`src/rtl/cdw_pkg.sv`:
```
`timescale 1ns/1ps
package cdw_pkg;
    typedef logic [1:0] remain_t;
    localparam remain_t REM_DONE    = 2'd0;
    localparam remain_t REM_LAST    = 2'd1;
    localparam remain_t REM_UNKNOWN = 2'd3;
endpackage

```
`src/rtl/cdw_req_slot.sv`:
```
`timescale 1ns/1ps
module cdw_req_slot #(
    parameter int ADDR_W = 16,
    parameter int DATA_W = 32
) (
    input  logic              clk,
    input  logic              rst_n,
    input  logic              rd_i,
    input  logic              wr_i,
    input  logic [ADDR_W-1:0] addr_i,
    input  logic [DATA_W-1:0] wdata_i,
    input  cdw_pkg::remain_t  cnt_i,
    input  logic              done_raw_i,
    output logic              busy_o,
    output logic              done_o,
    output logic              launch_o,
    output logic              req_o,
    output logic              we_o,
    output logic [ADDR_W-1:0] addr_o,
    output logic [DATA_W-1:0] wdata_o
);
    import cdw_pkg::*;

    typedef struct packed {
        logic              we;
        logic [ADDR_W-1:0] addr;
        logic [DATA_W-1:0] wdata;
    } req_t;

    typedef struct packed {
        logic busy;
        logic pend;
        logic req;
        req_t act;
        req_t park;
    } slot_t;

    slot_t st_d, st_q;
    req_t  incoming;
    logic  accept;
    logic  done_ev;
    logic  launch;

    always_comb begin
        incoming.we    = wr_i & ~rd_i;
        incoming.addr  = addr_i;
        incoming.wdata = wdata_i;
        done_ev = st_q.busy & done_raw_i;
        accept  = (rd_i | wr_i) & (cnt_i <= REM_LAST) & ~st_q.pend;
        st_d    = st_q;
        st_d.req = 1'b0;
        launch  = 1'b0;
        if (!st_q.busy) begin
            if (accept) begin
                st_d.act  = incoming;
                st_d.busy = 1'b1;
                st_d.req  = 1'b1;
                launch    = 1'b1;
            end
        end else if (done_ev) begin
            if (st_q.pend) begin
                st_d.act  = st_q.park;
                st_d.pend = 1'b0;
                st_d.req  = 1'b1;
                launch    = 1'b1;
            end else if (accept) begin
                st_d.act  = incoming;
                st_d.req  = 1'b1;
                launch    = 1'b1;
            end else begin
                st_d.busy = 1'b0;
            end
        end else if (accept) begin
            st_d.park = incoming;
            st_d.pend = 1'b1;
        end
    end

    always_ff @(posedge clk) begin
        if (!rst_n) begin
            st_q <= '0;
        end else begin
            st_q <= st_d;
        end
    end

    assign busy_o   = st_q.busy;
    assign done_o   = done_ev;
    assign launch_o = launch;
    assign req_o    = st_q.req;
    assign we_o     = st_q.act.we;
    assign addr_o   = st_q.act.addr;
    assign wdata_o  = st_q.act.wdata;

    assert_act_stable_R3: assert property (@(posedge clk) disable iff (!rst_n)
        (st_q.busy && !done_raw_i) |=> $stable(st_q.act));
    assert_park_busy_R7: assert property (@(posedge clk) disable iff (!rst_n)
        st_q.pend |-> st_q.busy);
    assert_req_busy_R2: assert property (@(posedge clk) disable iff (!rst_n)
        st_q.req |-> st_q.busy);
endmodule

```
`src/rtl/cdw_countdown.sv`:
```
`timescale 1ns/1ps
module cdw_countdown #(
    parameter int EST_W = 4
) (
    input  logic             clk,
    input  logic             rst_n,
    input  logic             busy_i,
    input  logic             done_i,
    input  logic             launch_i,
    input  logic [EST_W-1:0] est_i,
    output cdw_pkg::remain_t cnt_o
);
    import cdw_pkg::*;

    remain_t cnt_d, cnt_q;
    remain_t est_sat;
    remain_t lowered;

    generate
        if (EST_W <= 2) begin : g_narrow
            assign est_sat = remain_t'(est_i);
        end else begin : g_wide
            assign est_sat = (est_i > EST_W'(3)) ? REM_UNKNOWN : est_i[1:0];
        end
    endgenerate

    always_comb begin
        lowered = (est_sat < cnt_q) ? est_sat : cnt_q;
        if (lowered == REM_DONE) begin
            lowered = REM_LAST;
        end
        if (launch_i) begin
            cnt_d = REM_UNKNOWN;
        end else if (busy_i && !done_i) begin
            cnt_d = lowered;
        end else begin
            cnt_d = REM_DONE;
        end
    end

    always_ff @(posedge clk) begin
        if (!rst_n) begin
            cnt_q <= REM_DONE;
        end else begin
            cnt_q <= cnt_d;
        end
    end

    assign cnt_o = cnt_q;

    assert_no_rise_R4: assert property (@(posedge clk) disable iff (!rst_n)
        (busy_i && !done_i && !launch_i) |=> (cnt_q <= $past(cnt_q) && cnt_q != REM_DONE));
    assert_done_zero_R5: assert property (@(posedge clk) disable iff (!rst_n)
        (done_i && !launch_i) |=> (cnt_q == REM_DONE));
    assert_launch_unknown_R2: assert property (@(posedge clk) disable iff (!rst_n)
        launch_i |=> (cnt_q == REM_UNKNOWN));
endmodule

```
`src/rtl/cdw_rdata_hold.sv`:
```
`timescale 1ns/1ps
module cdw_rdata_hold #(
    parameter int DATA_W = 32
) (
    input  logic              clk,
    input  logic              rst_n,
    input  logic              done_i,
    input  logic              we_i,
    input  logic [DATA_W-1:0] rdata_i,
    output logic [DATA_W-1:0] rdata_o
);
    logic [DATA_W-1:0] hold_d, hold_q;

    always_comb begin
        hold_d = hold_q;
        if (done_i && !we_i) begin
            hold_d = rdata_i;
        end
    end

    always_ff @(posedge clk) begin
        if (!rst_n) begin
            hold_q <= '0;
        end else begin
            hold_q <= hold_d;
        end
    end

    assign rdata_o = hold_q;

    assert_hold_R6: assert property (@(posedge clk) disable iff (!rst_n)
        !(done_i && !we_i) |=> $stable(hold_q));
endmodule

```
`src/rtl/cdw_slave.sv`:
```
`timescale 1ns/1ps
module cdw_slave #(
    parameter int ADDR_W = 16,
    parameter int DATA_W = 32,
    parameter int EST_W  = 4
) (
    input  logic              clk,
    input  logic              rst_n,
    input  logic [ADDR_W-1:0] m_addr,
    input  logic              m_rd,
    input  logic              m_wr,
    input  logic [DATA_W-1:0] m_wdata,
    output logic [DATA_W-1:0] m_rdata,
    output logic [1:0]        m_remain,
    output logic              b_req,
    output logic              b_we,
    output logic [ADDR_W-1:0] b_addr,
    output logic [DATA_W-1:0] b_wdata,
    input  logic [DATA_W-1:0] b_rdata,
    input  logic              b_done,
    input  logic [EST_W-1:0]  b_est
);
    import cdw_pkg::*;

    remain_t cnt;
    logic    busy;
    logic    done_ev;
    logic    launch;

    cdw_req_slot #(.ADDR_W(ADDR_W), .DATA_W(DATA_W)) u_slot (
        .clk        (clk),
        .rst_n      (rst_n),
        .rd_i       (m_rd),
        .wr_i       (m_wr),
        .addr_i     (m_addr),
        .wdata_i    (m_wdata),
        .cnt_i      (cnt),
        .done_raw_i (b_done),
        .busy_o     (busy),
        .done_o     (done_ev),
        .launch_o   (launch),
        .req_o      (b_req),
        .we_o       (b_we),
        .addr_o     (b_addr),
        .wdata_o    (b_wdata)
    );

    cdw_countdown #(.EST_W(EST_W)) u_cnt (
        .clk      (clk),
        .rst_n    (rst_n),
        .busy_i   (busy),
        .done_i   (done_ev),
        .launch_i (launch),
        .est_i    (b_est),
        .cnt_o    (cnt)
    );

    cdw_rdata_hold #(.DATA_W(DATA_W)) u_hold (
        .clk     (clk),
        .rst_n   (rst_n),
        .done_i  (done_ev),
        .we_i    (b_we),
        .rdata_i (b_rdata),
        .rdata_o (m_rdata)
    );

    assign m_remain = cnt;

    assert_ignore_busy_R8: assert property (@(posedge clk) disable iff (!rst_n)
        (m_remain >= 2'd2 && !b_done) |=> !b_req);
    assert_idle_done_R10: assert property (@(posedge clk) disable iff (!rst_n)
        (m_remain == 2'd0 && !m_rd && !m_wr) |=> (m_remain == 2'd0 && $stable(m_rdata)));
endmodule

```
`config.mk`:
```
export PLATFORM = sky130hd
export DESIGN_NAME = cdw_slave
export DESIGN_NICKNAME = d
export VERILOG_FILES = /design/src/rtl/cdw_pkg.sv /design/src/rtl/cdw_req_slot.sv /design/src/rtl/cdw_countdown.sv /design/src/rtl/cdw_rdata_hold.sv /design/src/rtl/cdw_slave.sv
export SDC_FILE = /design/constraint.sdc
export NUM_CORES = 1
export LEC_CHECK = 0
export BUFFER_PORTS_ARGS = -buffer_cell sky130_fd_sc_hd__buf_4
export CAP_MARGIN = 15
export CORE_ASPECT_RATIO = 0.7
export CORE_MARGIN = 4
export CORE_UTILIZATION = 50
export DETAILED_ROUTE_END_ITERATION = 8
export PLACE_DENSITY_LB_ADDON = 0.12
export RECOVER_POWER = 25
export SETUP_SLACK_MARGIN = 0.2
export SYNTH_ARGS = -nofsm -noshare
export SYNTH_HDL_FRONTEND = slang
export SYNTH_SLANG_ARGS = --single-unit
```
`constraint.sdc`:
```
create_clock -name clk -period 5.14 [get_ports clk]
set_clock_uncertainty 0.15 [all_clocks]
set_input_delay 0.514 -clock clk [delete_from_list [all_inputs] [get_ports clk]]
set_output_delay 0.514 -clock clk [all_outputs]
set_load 0.01 [all_outputs]
```
; Word level (Yosys, flattened, before mapping)
; Cells that the tools add are included.
[word_totals]
romBits = 0
latchBits = 0
regBits = 135
memories = 0
ram_bits = 0
elab_cells = 48
input_bits = 89
[op_classes]
reduce_logical = 8
n_addsub = 0
n_eq_ne = 1
order_cmp = 3
mux = 17
bitwise = 8
n_mul = 0
shifts = 0
div_mod_pow = 0
[op_table]
columns = op, n
row1 = $mux 50, 4
row2 = $mux 2, 5
row3 = $mux 1, 8
row4 = $and 1x1->1, 4
row5 = $gt 4x2->1 const B, 1
row6 = $not 1->1, 3
row7 = $reduce_and 3->1, 1
row8 = $le 2x1->1 const B, 1
row9 = $logic_and 1x1->1, 2
row10 = $logic_not 1->1, 2
row11 = $logic_not 2->1, 1
row12 = $lt 2x2->1, 1
row13 = $ne 2x1->1 const B, 1
row14 = $reduce_and 2->1, 1
row15 = $reduce_bool 2->1, 1
row16 = $or 1x1->1, 1

; Logic depth before layout (Yosys ltp)
; Gate-level depths: netlist of run 1.
[logic_depth]
word_depth = 8
ltp_mapped = 7
mapped_depth_nobuf = 5

; Cells and area by module
; A second synthesis of run 1 with hierarchy kept.
[unflattened]
hier_cells = 716
hier_area_um2 = 6284.8
[modules_own_cells]
columns = mod, instances, seq_area_each_um2, cells_per_inst, area_each_um2
row1 = cdw_req_slot, 1, 2021.9, 561, 4837.1
row2 = cdw_rdata_hold, 1, 640.6, 140, 1323.8
row3 = cdw_countdown, 1, 40.0, 15, 123.9

; Worst setup path after synthesis of run 1
; OpenSTA, ideal clock, no wires.
[synth_path]
path_type = input to register
startpoint = input port b_est[3]
endpoint = register u_cnt.cnt_q[0] (netlist: u_cnt.cnt_o[0])
path_slack_ps = 3187
t_arrival_ps = 1657
setup_ps = 146
required_time_ps = 4844
path_stages = 5
path_cell_list = or3_1 ha_1 or4_1 o21ai_0 a41oi_1
[synth_between]
elab_chain_cells = 8
[synth_lines]
columns = element, line
row1 = start: declaration, cdw_slave.sv:21  ; input logic [EST_W-1:0] b_est
row2 = $gt 4x2->1 (*), cdw_countdown.sv:23  ; assign est_sat = (est_i > EST_W'(3)) ? REM_UNKNOWN : est_i[1:0];
row3 = $mux 2 (*), cdw_countdown.sv:23
row4 = $lt 2x2->1, cdw_countdown.sv:28  ; lowered = (est_sat < cnt_q) ? est_sat : cnt_q;
row5 = $mux 2 (*), cdw_countdown.sv:28
row6 = $logic_not 2->1, cdw_countdown.sv:29  ; if (lowered == REM_DONE) begin
row7 = $mux 2 (*), cdw_countdown.sv:29
row8 = $mux 2 (*), cdw_countdown.sv:34  ; end else if (busy_i && !done_i) begin
row9 = $mux 2 (*), cdw_countdown.sv:32  ; if (launch_i) begin
row10 = end signal: assignment, cdw_countdown.sv:45  ; cnt_q <= cnt_d;
row11 = end: declaration, cdw_countdown.sv:15  ; remain_t cnt_d, cnt_q;
; Every way passes the cells marked *; elsewhere a longest branch is shown, timed or not.
; A chain may end at the register's enable or synchronous reset.

; Worst setup path after layout of run 1
[layout_path]
startpoint = register u_slot.st_q[99] (netlist bit)
endpoint = register u_slot.st_q (netlist bit u_slot.wdata_o[28])
[layout_between]
elab_chain_cells = 6
[layout_lines]
columns = element, line
row1 = start: declaration, cdw_req_slot.sv:38  ; slot_t st_d, st_q;
row2 = start signal: assignment, cdw_req_slot.sv:83  ; st_q <= st_d;
row3 = $not 1->1, cdw_req_slot.sv:49  ; accept = (rd_i | wr_i) & (cnt_i <= REM_LAST) & ~st_q.pend;
row4 = $and 1x1->1, cdw_req_slot.sv:49
row5 = $mux 50, --
row6 = $mux 50, cdw_req_slot.sv:61  ; if (st_q.pend) begin
row7 = $mux 50, cdw_req_slot.sv:60  ; end else if (done_ev) begin
row8 = $mux 50 (*), cdw_req_slot.sv:53  ; if (!st_q.busy) begin
; Every way passes the cells marked *; elsewhere a longest branch is shown, timed or not. The select of a mux whose other input is x is not followed.

==> results.md, run 1 <==
* Mapped Avg Cell Area at 9.248 sq um
* Critical Path AT at 2.72 ns
* Die X at 140.3 um
* Site Rows at 33
* Final setup vio count at 0
* Top area cells in the synthesized netlist: dfxtp_1, mux2i_1, buf_4, nor2b_1, and3_1
* Crit path max-delay family: flip-flops
* Tcrit/Tclk final at 51.09%
* Total Wirelength at 15610 um
* Post-layout min period at 2.626 ns
* CTS H-tree lvls at 4
* Number of CTS-inserted buffers at 17
* Critical Path RT at 5.23 ns
* WS Path Type: reg -> reg
* Number of port buffers at 172
* Status: finished clean
* Worst vdd ir at 238.7 uV
* Clk Latency, worst-skew pair at 0.41 ns
* Slew Limit Fails at 0
* Die H at 100.6 um
* Max Clk Rate at 0.3808 GHz
* Ys flop type: dfxtp_1
* Wire per inst at 16.84 um
* Most frequent cell after synthesis: dfxtp_1
* EDFF count, synth at 0
* Diodes inserted at 0
* CTS Sinks at 135
* Final setup TNS at 0 ns
* Largest net degree at the start of global routing at 88
* Final nets at 848
* Top cells by count, synth: dfxtp_1, mux2i_1, nand2_1
* RSZ-0062 raised after global routing: no
* Mapped cell area at 6122 sq um
* Clock Tree Root: clkbuf_16
* GPL Wtd Cong at 0.7836
* Layout fillers at 988
* CP Launch Type: flip-flop
* Critical-path cell list: o21ai_0, nand2_2, o22ai_1
* Longest Clk Path Bufs at 2
* Worst Path Buf+Inv at 0
* Setup Buffers After CTS at 0
* Number of top-level pins at 173
* Max Fanout on Critical Path at 55
* All-layer global routing usage at 21.44%
* CP endpoint kind: flip-flop
* Initial Util at 51.66%
* Worst-Margin Slew at 1.074 ns
* Resize count post-CTS at 0
* Hold WC Path Type: in -> reg
* Yosys top cell area share at 44.14%
* CTS Hold Buffers Added at 0
* Slowest CP cell: dfxtp_2
* P_leak at 0.003116 uW
* Initial antenna violation count at 0
* Post-synthesis async set-or-reset flop share at 0%
* Post-synth cell types at 24
* Vias at 4968
* Seq/Total Area, Yosys at 44.14%
* Leading area contributor after synthesis: dfxtp_1
* Cell Pwr Density at 406.3 nW/um^2
* Drt initial violations at 303
* Syn. warnings at 0
* Reg clk slew, reported paths at 0.06 ns
* Share of cells above drive strength 1 at 21.17%
* Core area at 11850 sq um
* DRC Markers at 0
* First-pass iteration count of the detailed router at 5
* TritonCTS clock tree: built
* Final hold violation count at 0
* Vias/cell at 5.359
* Flops & latches, synth at 135
* First-pass GRT wire length at 24660 um
* Gr ovfl total at 0
* DP HPWL at 9679 um
* Mapped Cells at 662
* Max-Cap Viols at 0
* Normalized max-slew margin at 28.18%
* Vias in the first global route at 5003
* Crit-path max cell delay at 0.98 ns
* Syn-to-layout area delta at 24.14%
* Syn_nets at 753
* Die area at 14110 sq um
* Post-route antenna net violation count at 0
* Pwr Total at 3088 uW
layout by cell type (no fill, tap or decap), types with 34 or more instances in the layout:
master / instances
buf_4: 121
nand2_1: 68
mux2i_1: 97
dfxtp_1: 134
o22ai_1: 48
clkbuf_1: 54
a21oi_1: 50
and3_1: 48
nor2b_1: 50
a21boi_0: 34
cells by family (layout without fill, tap and decap cells):
family / count (synthesis) / count (layout) / share of synthesized area [%]
simple gates: 183 / 183 / 15.86
compound gates: 138 / 138 / 13.75
flops: 135 / 135 / 44.14
buf+inv: 107 / 215 / 9.974
mux: 97 / 97 / 15.86
fa+ha+maj: 2 / 2 / 0.4087
area by class of cell:
cell class                 instances  area (sq um)  area share [%]
multi-input combinational        420          2821           37.13
sequential                       135          2704           35.58
timing repair buffer             178          1174           15.44
clock buffer                      18         439.2           5.779
clock inverter                    14         246.5           3.243
tap                              157         196.4           2.585
inverter                           5         18.77          0.2470
tightest hold or removal path, cell delays in order:
cell	delay, ns
buf_4	0.11
nand2_1	0.04
a21boi_0	0.06
through the flow:
step / setup WS [ns] / hold WS [ns] / util, % / cell area (sq um) / cells
3_5_place_dp: 2.434 / 0.3089 / 59.70 / 7074 / 893
5_1_grt: 2.282 / 0.1989 / 64.13 / 7600 / 927
2_1_floorplan: 3.187 / 0.3238 / - / 6122 / 662
3_3_place_gp: 2.497 / 0.3028 / 59.70 / 7074 / 893
6_report: 2.514 / 0.2028 / 64.13 / 7600 / 927
4_1_cts: 2.544 / 0.1903 / 65.48 / 7760 / 925
sequential cells by signal, indices dropped and copies added (netlist names):
register,count
u_slot.st_q,50
u_hold.rdata_o,32
u_slot.wdata_o,32
u_slot.addr_o,16
u_cnt.cnt_o,2
u_slot.busy_o,1
u_slot.req_o,1
u_slot.we_o,1
metal layers:
layer	GRT usage, %	share of wire (%)	up-vias
li1	-	-	2448
met1	27.31	44	2354
met2	35.40	48	149
met3	5.595	6.2	17
met4	7.744	1.0	0
met5	0	0	-
where the power goes:
| part | internal, uW | switching (uW) | total (uW) |
|---|---|---|---|
| clock | 928 | 478 | 1410 |
| combinational | 229 | 250 | 479 |
| sequential | 1130 | 72.4 | 1200 |
worst paths after layout:
check                startpoint            endpoint  slack [ns]  cells after the start
max             u_slot.st_q[99]  u_slot.wdata_o[28]        2.51                      3
min reg2reg  u_hold.rdata_o[19]  u_hold.rdata_o[19]        0.32                      2
min                 b_rdata[25]  u_hold.rdata_o[25]        0.20                      3
max reg2reg     u_slot.st_q[99]  u_slot.wdata_o[28]        2.51                      3
(Power assumes the default switching activity.)
==> inputs of run 2 (changes only) <==
==> constraint.sdc (replaced) <==
create_clock -name clk -period 2.65 [get_ports clk]
set_clock_uncertainty 0.15 [all_clocks]
set_input_delay 0.265 -clock clk [delete_from_list [all_inputs] [get_ports clk]]
set_output_delay 0.265 -clock clk [all_outputs]
set_load 0.01 [all_outputs]
==> run 2 against run 1 <==
Die area unchanged. Design area increased by 9.8%. Wire length increased by 8.9%. Final cell count increased by 8.6%. Largest power group unchanged. Via count increased by 6.8%. Clock power increased by 83%. Fmax increased by 41%. Global-route usage increased by 2.6 points. Critical path depth increased by 2. Highest routed layer unchanged. Sequential cell count unchanged. Critical endpoint is now u_slot.st_q[40].
==> results.md, run 2 (same netlist as run 1, synthesis figures left out) <==
* Setup Buffers After CTS at 0 (unchanged)
* Share of total power in sequential cells at 39.1% (was 38.9%)
* CP Launch Type: flip-flop (unchanged)
* Drt initial violations at 258 (was 303)
* DP HPWL at 10260 um (was 9679 um)
* Largest net degree at the start of global routing at 56 (was 88)
* Max Fanout on Critical Path at 49 (was 55)
* Site Rows at 33 (unchanged)
* Post-Layout Inst Area at 8344 sq um (was 7600 sq um)
* Met1 global-route usage at 28.87% (was 27.31%)
* Final hold violation count at 0 (unchanged)
* Number of port buffers at 172 (unchanged)
* Reg clk slew, reported paths at 0.06 ns (about the same)
* Normalized max-slew margin at 61.36% (was 28.18%)
* Global routing's busiest layer: met2 (unchanged)
* Die H at 100.6 um (unchanged)
* Commonest non-fill, non-tap cell in the layout: dfxtp_1 (unchanged)
* Most frequent cells in the layout: dfxtp_1, buf_4, mux2i_1 (unchanged)
* Die X at 140.3 um (unchanged)
* Critical Path AT at 2.01 ns (was 2.72 ns)
* Worst vdd ir at 497.3 uV (was 238.7 uV)
* Longest Clk Path Bufs at 2 (unchanged)
* Number of top-level pins at 173 (unchanged)
* All-layer global routing usage at 24.04% (was 21.44%)
* Fin cells at 1007 (was 927)
* Resize count post-CTS at 0 (unchanged)
* M3 GR Usage at 5.880% (was 5.595%)
* Clock power frac at 43.4% (was 45.5%)
* CTS Hold Buffers Added at 74 (was 0)
* Met2 Usage GRT at 42.98% (was 35.40%)
* Max-Cap Viols at 0 (unchanged)
* Layout fillers at 917 (was 988)
* Area of the multi-input gates at 2821 sq um (unchanged)
* WS Path Type: reg -> reg (unchanged)
* Number of CTS-inserted buffers at 17 (unchanged)
* Vias/cell at 5.271 (was 5.359)
* Die area at 14110 sq um (unchanged)
* P_leak at 0.003436 uW (was 0.003116 uW)
* Initial Util at 51.66% (unchanged)
* Clk Latency, worst-skew pair at 0.40 ns (was 0.41 ns)
* Register area at 2704 sq um (unchanged)
* Vias in the first global route at 5565 (was 5003)
* Final setup vio count at 0 (unchanged)
* First-pass GRT wire length at 27650 um (was 24660 um)
* Total Wirelength at 16990 um (was 15610 um)
* Sw power at 1539 uW (was 801.3 uW)
* Diodes inserted at 0 (unchanged)
* Worst-Margin Slew at 0.5776 ns (was 1.074 ns)
* Gr ovfl total at 0 (unchanged)
* Share of cells above drive strength 1 at 19.65% (was 21.17%)
* Net Sw Frac at 25.88% (was 25.95%)
* Placed inst area at 7159 sq um (was 7074 sq um)
* Initial antenna violation count at 0 (unchanged)
* Post-layout min period at 1.859 ns (was 2.626 ns)
* Pwr Total at 5947 uW (was 3088 uW)
* Core area at 11850 sq um (unchanged)
* Placed insts at 901 (was 893)
* Syn-to-layout area delta at 36.30% (was 24.14%)
* Combinational power share at 17.6% (was 15.5%)
* Wire per inst at 16.87 um (was 16.84 um)
* Internal Pwr Total at 4408 uW (was 2287 uW)
* Final nets at 928 (was 848)
* Tcrit/Tclk final at 70.13% (was 51.09%)
* CTS H-tree lvls at 4 (unchanged)
* First-pass iteration count of the detailed router at 4 (was 5)
* Cell Pwr Density at 712.8 nW/um^2 (was 406.3 nW/um^2)
* Critical Path RT at 2.80 ns (was 5.23 ns)
* Slew Limit Fails at 0 (unchanged)
* Final setup TNS at 0 ns (unchanged)
* DRC Markers at 0 (unchanged)
* CP endpoint kind: flip-flop (unchanged)
* GPL Wtd Cong at 0.7719 (was 0.7836)
* Vias at 5308 (was 4968)
* Hold WC Path Type: in -> reg (unchanged)
* Reg with most FFs: u_slot.st_q (unchanged)
* CTS Sinks at 135 (unchanged)
* Clock Tree Root: clkbuf_16 (unchanged)
* Max reg flops at 50 (unchanged)
* Max Clk Rate at 0.5380 GHz (was 0.3808 GHz)
* Status: finished clean (unchanged)
* Post-route antenna net violation count at 0 (unchanged)
* RSZ-0062 raised after global routing: no (unchanged)
* TritonCTS clock tree: built (unchanged)
## run 2: power groups by stage
| stage | registers (uW) | clock network (uW) | logic [uW] |
|---|---|---|---|
| global placement | 2350 | 0 | 983 |
| detailed placement | 2360 | 0 | 1000 |
| CTS | 2320 | 2620 | 1100 |
| finish | 2320 | 2580 | 1050 |
| floorplan | 2330 | 0 | 695 |
| global route | 2340 | 2710 | 1140 |
## run 2: layout make-up
cell class	count	area share [%]
multi-input cells	420	33.81
clock inverters	12	2.399
flip-flops and latches	135	32.40
well taps	157	2.354
clock buffers	20	5.353
inverters	5	0.2249
repair buffers	258	23.45
## run 2: worst max-delay path, stage by stage (launching register included)
cell	delay [ns]
dfxtp_1	0.56
nand2b_4	0.11
nor4_4	0.20
buf_12	0.37
mux2i_1	0.25
nor2b_1	0.07
## run 2: per-stage QoR
| stage | setup WS, ns | hold slack, ns | util [%] |
|---|---|---|---|
| floorplan | 0.9463 | 0.2599 | - |
| global placement | 0.7882 | 0.3000 | 60.42 |
| detailed placement | 0.7535 | 0.3092 | 60.42 |
| CTS | 0.7784 | 0.002914 | 72.13 |
| global route | 0.6738 | 0.007985 | 70.42 |
| finish | 0.7914 | 0.01464 | 70.42 |
## run 2: final timing paths
| check | startpoint | endpoint | slack [ns] | cells past startpoint |
|---|---|---|---|---|
| max | u_slot.busy_o | u_slot.st_q[40] | 0.79 | 5 |
| min | m_wdata[25] | u_slot.st_q[25] | 0.01 | 3 |
| max reg2reg | u_slot.busy_o | u_slot.st_q[40] | 0.79 | 5 |
| min reg2reg | u_hold.rdata_o[27] | u_hold.rdata_o[27] | 0.32 | 2 |
## run 2: routing by layer
metal  vias to the layer above  wire length, um  part of all wire [%]
met1                      2539             7407                    44
met3                        12              979                   5.8
li1                       2603                -                     -
met5                         -                0                     0
met4                         0              145                  0.85
met2                       154             8461                    50
